[src/rtl/flash_seq_ctrl.sv]
module flash_seq_ctrl #(
  parameter int ERASE_CYC   = 200000,
  parameter int PROG_CYC    = 200000,
  parameter int ARRAY_WORDS = 64,
  localparam int IDX_W = $clog2(ARRAY_WORDS),
  localparam int MAXC  = (ERASE_CYC > PROG_CYC) ? ERASE_CYC : PROG_CYC,
  localparam int CNT_W = $clog2(MAXC + 1)
) (
  input  logic             clk,
  input  logic             rst_n,
  input  logic             reg_we,
  input  logic             reg_sel,
  input  logic [7:0]       reg_wdata,
  input  logic [21:0]      tbl_ptr,
  input  logic [31:0]      latch_word,
  input  logic [IDX_W-1:0] rd_addr,
  output logic [31:0]      rd_data,
  output logic             stall,
  output logic             done,
  output logic             err,
  output logic [1:0]       lost_slots,
  output logic [7:0]       ctrl_q
);
  localparam logic [1:0] K_IDLE = 2'd0, K_HALF = 2'd1, K_ARMED = 2'd2;

  logic             busy;
  logic [CNT_W-1:0] cnt;
  logic             op_erase;
  logic [IDX_W-1:0] op_idx;
  logic [31:0]      op_data;
  logic [1:0]       key;
  logic             wren_q, erase_q, mem_q;
  logic [31:0]      mem [ARRAY_WORDS];

  wire ctl_wr = reg_we && !reg_sel && !busy;
  wire key_wr = reg_we &&  reg_sel && !busy;
  wire go_req = ctl_wr && reg_wdata[0];
  wire launch = go_req && key == K_ARMED && reg_wdata[1] && reg_wdata[7];
  wire finish = busy && cnt == '0;

  wire [IDX_W-1:0] word_idx = tbl_ptr[IDX_W+1:2];
  wire [IDX_W-1:0] row_idx  = {tbl_ptr[IDX_W+1:5], 3'b000};

  assign stall   = busy;
  assign ctrl_q  = {mem_q, 4'b0000, erase_q, wren_q, busy};
  assign rd_data = mem[rd_addr];

  always_ff @(posedge clk) begin
    if (!rst_n) begin
      busy <= 1'b0; cnt <= '0; op_erase <= 1'b0; op_idx <= '0; op_data <= '0;
      key <= K_IDLE; wren_q <= 1'b0; erase_q <= 1'b0; mem_q <= 1'b0;
      done <= 1'b0; err <= 1'b0; lost_slots <= 2'd0;
    end else begin
      done <= finish;
      if (key_wr) begin
        if (reg_wdata == 8'h55)                        key <= K_HALF;
        else if (reg_wdata == 8'hAA && key == K_HALF)  key <= K_ARMED;
        else                                           key <= K_IDLE;
      end else if (ctl_wr) begin
        key <= K_IDLE;
      end
      if (ctl_wr) begin
        wren_q  <= reg_wdata[1];
        erase_q <= reg_wdata[2];
        mem_q   <= reg_wdata[7];
      end
      if (go_req && key != K_ARMED) err <= 1'b1;
      if (launch) begin
        busy     <= 1'b1;
        cnt      <= reg_wdata[2] ? CNT_W'(ERASE_CYC - 1) : CNT_W'(PROG_CYC - 1);
        op_erase <= reg_wdata[2];
        op_idx   <= reg_wdata[2] ? row_idx : word_idx;
        op_data  <= latch_word;
      end else if (busy) begin
        if (cnt == '0) begin
          busy       <= 1'b0;
          lost_slots <= op_erase ? 2'd0 : 2'd2;
        end else begin
          cnt <= cnt - 1'b1;
        end
      end
    end
  end

  for (genvar g = 0; g < ARRAY_WORDS; g++) begin : g_word
    localparam logic [IDX_W-1:0] ME = IDX_W'(g);
    wire hit = op_erase ? (ME[IDX_W-1:3] == op_idx[IDX_W-1:3]) : (ME == op_idx);
    always_ff @(posedge clk) begin
      if (!rst_n)            mem[g] <= '1;
      else if (finish && hit) mem[g] <= op_erase ? '1 : op_data;
    end
  end
endmodule

[config.mk]
export PLATFORM = sky130hd
export DESIGN_NAME = flash_seq_ctrl
export DESIGN_NICKNAME = d
export VERILOG_FILES = /design/src/rtl/flash_seq_ctrl.sv
export SDC_FILE = /design/constraint.sdc
export NUM_CORES = 2
export LEC_CHECK = 0
export CORE_ASPECT_RATIO = 0.9
export CORE_MARGIN = 2
export CORE_UTILIZATION = 30
export CTS_CLUSTER_DIAMETER = 100
export DETAILED_ROUTE_END_ITERATION = 8
export GPL_ROUTABILITY_DRIVEN = 1
export SYNTH_ARGS = -nofsm -noshare
export SYNTH_HDL_FRONTEND = slang
export SYNTH_SLANG_ARGS = --single-unit
[constraint.sdc]
create_clock -name clk -period 5.25 [get_ports clk]
set_input_delay 0.525 -clock clk [delete_from_list [all_inputs] [get_ports clk]]
set_output_delay 0.525 -clock clk [all_outputs]
set_load 0.05 [all_outputs]
==> metrics.sh <==
CP_ARRIVAL_NS=4.01
CRITPATHMOSTFREQUENTCELL='buf_4'
SYN_TO_FINAL_GROWTH_PCT=15.16
POWER_LEAKAGE_nW=24.58
RESULT_OF_THE_RUN='completed'
CLK_ROOT_BUFFER_CELL='clkbuf_16'
CTS_BUFFER_DEPTH=3
FINAL_NETS=6458
POST_SYNTH_INST_COUNT=6385
CTS.CLK_SLEW.WORST_PATHS_NS=0.06
POST_CTS.REPAIR.SETUP_BUFFERS=0
CTS-HTREE-LEVELS=4
CORE_AREA_UM2=303200
ROW_COUNT=192
CRIT_PATH_CELL_TRACE='buf_4 > buf_4 > buf_4 > and3b_1 > o21ai_0 > nor3_1 > or4_1 > nor2_1 > buf_4 > buf_12'
MINIMUM_CLOCK_PERIOD_AFTER_LAYOUT_NS=4.538
MIN_TO='cnt[8]'
BUFFER_PORTS.INSERTED=95
ROUTED-VIA-COUNT=56500
START_KIND='primary input'
POST_CTS_RESIZE_COUNT=0
RR_STARTPOINT='cnt[11]'
N_FILL_CELL=29040
WORSTSKEWPAIRLATENCY_NS=0.88
RR_ENDPOINT='mem[41][26]'
TIMING.CRITICAL_PATH.FANOUT_MAX=37
WORST_PIN_SLEW_NS=1.463
GRT_UTIL_ALL_LAYERS_PCT=18.32
TOTALPOWERFINAL_W=0.03477
SEQ_POWER_SHARE_PCT=53.0
PIN_COUNT_OF_THE_BIGGEST_NET_ENTERING_GLOBAL_ROUTING=86
FINAL-MAX-SLEW-VIOLATION-COUNT=0
TIMING.CLOCK.SKEW_NS=0.02473
FLOORPLAN.DIE_AREA_UM2=308400
WORST-PATH-BUF-INV=5
SETUP_VIOL=0
POSTROUTEWIRELENGTH_UM=286500
DRV_CAP=0
DP_CELLS=10240
SYNTH.YOSYS.SEQ_AREA_SHARE_PCT=68.89
DELAY_OF_THE_SLOWEST_CELL_ON_THE_WORST_PATH_NS=0.65
HPWLAFTERDP_UM=167300
MAXSLEWHEADROOM_PCT=2.453
FF_LATCH_AREA_UM2=62820
VIAS_PER_CELL=5.308
GRT_FIRST_PASS_WIRELENGTH_UM=406300
POWER.COMBINATIONAL.FRACTION_PCT=4.4
HP-START='rst_n'
HP-CLASS='primary input to flop'
SHARE_CLK_OF_TOTAL_POWER_PCT=42.7
RD_PLACE_CONGESTION=0.8815
SYNTHFLOPTYPE='edfxtp_1'
PERIOD_SHARE_PCT=86.45
TNS_NS=0
FIN_WS_NS=0.7115
PRE_CTS_SLACK_NS=0.7110
LAYOUT.CELLS.MOST_COMMON='nand2_1'
POST_SYNTHESIS_CELL_AREA_UM2=91190
IO_PINS=117
GRT_OVERFLOW=0
SYNTH.FF_LATCH_COUNT=2114
CELL_INTERNAL_PWR_W=0.02709
TIMING.CRITICAL_PATH.TO_TYPE='output pin'
INITIAL_CORE_UTILIZATION_PCT=30.08
CRITICAL_PATH.TOP_DELAY_FAMILY='buffers and inverters'
FINALHOLDVIOLATIONS=0
VIAS_IN_THE_FIRST_GLOBAL_ROUTE=55740
LAYOUT-DRIVE-GT1-SHARE_PCT=20.50
POST_DRT_WL_PER_CELL_UM=26.91
POSTSYNTHAREAPERCELL_UM2=14.28
MAX_FREQ_MHz=220.3
TRITONCTS.NUM_BUFFERS=215
RSZ0062_AT_GRT='false'
POWER_DENSITY_nW_PER_UM2=331.1
YOSYSWARNINGCOUNT=0
HOLD_BUFFERS=0
REG2REG_SETUP_SLACK_NS=0.99
LAYOUTNONFILLERINSTCOUNT=10640
SYNTH-EDFF-COUNT=2048
DIE_WIDTH_UM=585.2
PATH_DEPTH=10
MOST-COMMON-LAYOUT-CELLS='nand2_1 (2195), edfxtp_1 (2048), mux4_2 (498)'
DR.PASS1.ITERS=8
WORST_EP_REQUIRED_NS=4.72
GRT_ANTENNA_BEFORE_REPAIR=8
DRTITER0DRC=8110
RR_WORST_DEPTH=6
MULTI_INPUT_AREA_UM2=26560
TIMING.SETUP.CRITICAL_PATH_CLASS='primary input to output pin'
CLOCK_TREE_FROM_TRITONCTS='yes'
NET-SWITCHING-POWER_W=0.007682
CP_SLOWEST_CELL='buf_4'
SW_FRAC_OF_TOTAL_PCT=22.10
FIN_WORST_HOLD_SLACK_NS=0.1139
ASYNC_RESET_FF_SHARE_PCT=0
VDD.IR_DROP.WORST_uV=283.7
NUMBER_OF_SINKS_DRIVEN_BY_THE_CLOCK_TREE=2114
DIEHEIGHT_UM=527.0
POST_SYNTH_NUM_CELL_TYPES=59
POSTROUTEANTENNANETS=0
HOLD_DEPTH=2
DRC=0
[cell usage after synthesis, types with 6 or more instances]
library cell	count	share of area (%)
a2111oi_0	6	0.058
a211oi_1	17	0.14
a21oi_1	148	0.81
a31oi_1	19	0.13
buf_1	11	0.045
buf_2	238	1.3
buf_4	66	0.54
clkbuf_1	309	1.3
dfxtp_1	66	1.4
edfxtp_1	2048	67
inv_1	8	0.033
mux2_2	24	0.30
mux2i_1	95	1.0
mux4_2	498	12
nand2_1	2195	9.0
nand2b_1	16	0.11
nand3b_1	9	0.074
nor2_1	128	0.53
nor2_2	40	0.27
nor2b_1	17	0.12
nor3_1	47	0.26
nor4_1	22	0.15
o211ai_1	9	0.074
o21ai_0	100	0.55
o221ai_1	18	0.17
o22a_1	12	0.12
o22ai_1	138	0.95
or4_1	6	0.049
xor2_1	7	0.067
[through the flow]
step	instance area (um^2)	utilization [%]
6_report	105000	34.64
5_1_grt	105000	34.63
4_1_cts	105000	34.63
3_5_place_dp	98290	32.42
3_3_place_gp	98290	32.42
2_1_floorplan	91200	-
[per-layer routing]
layer / global-route usage (%) / share of wire [%] / up-vias
li1: - / - / 23420
met1: 24.91 / 39 / 29240
met3: 4.291 / 12 / 513
met2: 28.02 / 45 / 3324
met5: 0 / 0.0080 / -
met4: 7.708 / 4.4 / 4
[sequential cells by signal, summed over array words and instances (netlist names), 2 cells and up]
| signal | count |
|---|---|
| cnt | 18 |
| key | 2 |
| op_idx | 6 |
| mem | 2048 |
| op_data | 32 |
[worst register-to-register path, stage by stage, from the launching register on]
cell and delay, ns:
dfxtp_1 0.35, nor4_2 0.45, nand3_1 0.41, nor3_2 1.01, nand2_1 0.78, o21ai_4 0.31, buf_4 0.49
[area by class of cell]
class	instances	area share [%]
antenna	8	0.01906
timing repair buffer	405	3.597
multi-input combinational	3639	25.29
clock inverter	127	1.052
clock buffer	268	5.333
sequential	2114	59.82
inverter	9	0.03217
tap	4074	4.854
[worst max path at each step]
stage / startpoint / endpoint / slack (ns)
2_1_floorplan: cnt[11] / mem[0][0] / 0.78
3_3_place_gp: rd_addr[3] / rd_data[17] / 0.69
3_5_place_dp: rd_addr[3] / rd_data[17] / 0.71
4_1_cts: rd_addr[3] / rd_data[17] / 0.69
5_1_grt: rd_addr[3] / rd_data[17] / 0.66
6_report: rd_addr[3] / rd_data[17] / 0.71
[power groups by stage]
stage	clock network (W)	registers [W]	logic (W)
after floorplan	0	0.0188	0.000783
after global placement	0	0.0188	0.00151
after detailed placement	0	0.0188	0.00152
after CTS	0.0150	0.0184	0.00152
after global routing	0.0156	0.0184	0.00156
final	0.0148	0.0184	0.00151
[cell families (layout without fill, tap and decap cells)]
kind of cell	count (synthesis)	count (layout)	share of synthesized area (%)
adder cells (fa/ha/maj)	2	2	0.02744
buffers and inverters	636	809	3.241
multiplexers	617	617	13.64
AND/OR/NAND/NOR	2525	2525	10.99
other	1	13	0.004112
flip-flops	2114	2114	68.89
AO/OA/AOI/OAI	479	479	3.106
XOR/XNOR	11	11	0.1056
Note: power is estimated with default switching activity, not from simulation.
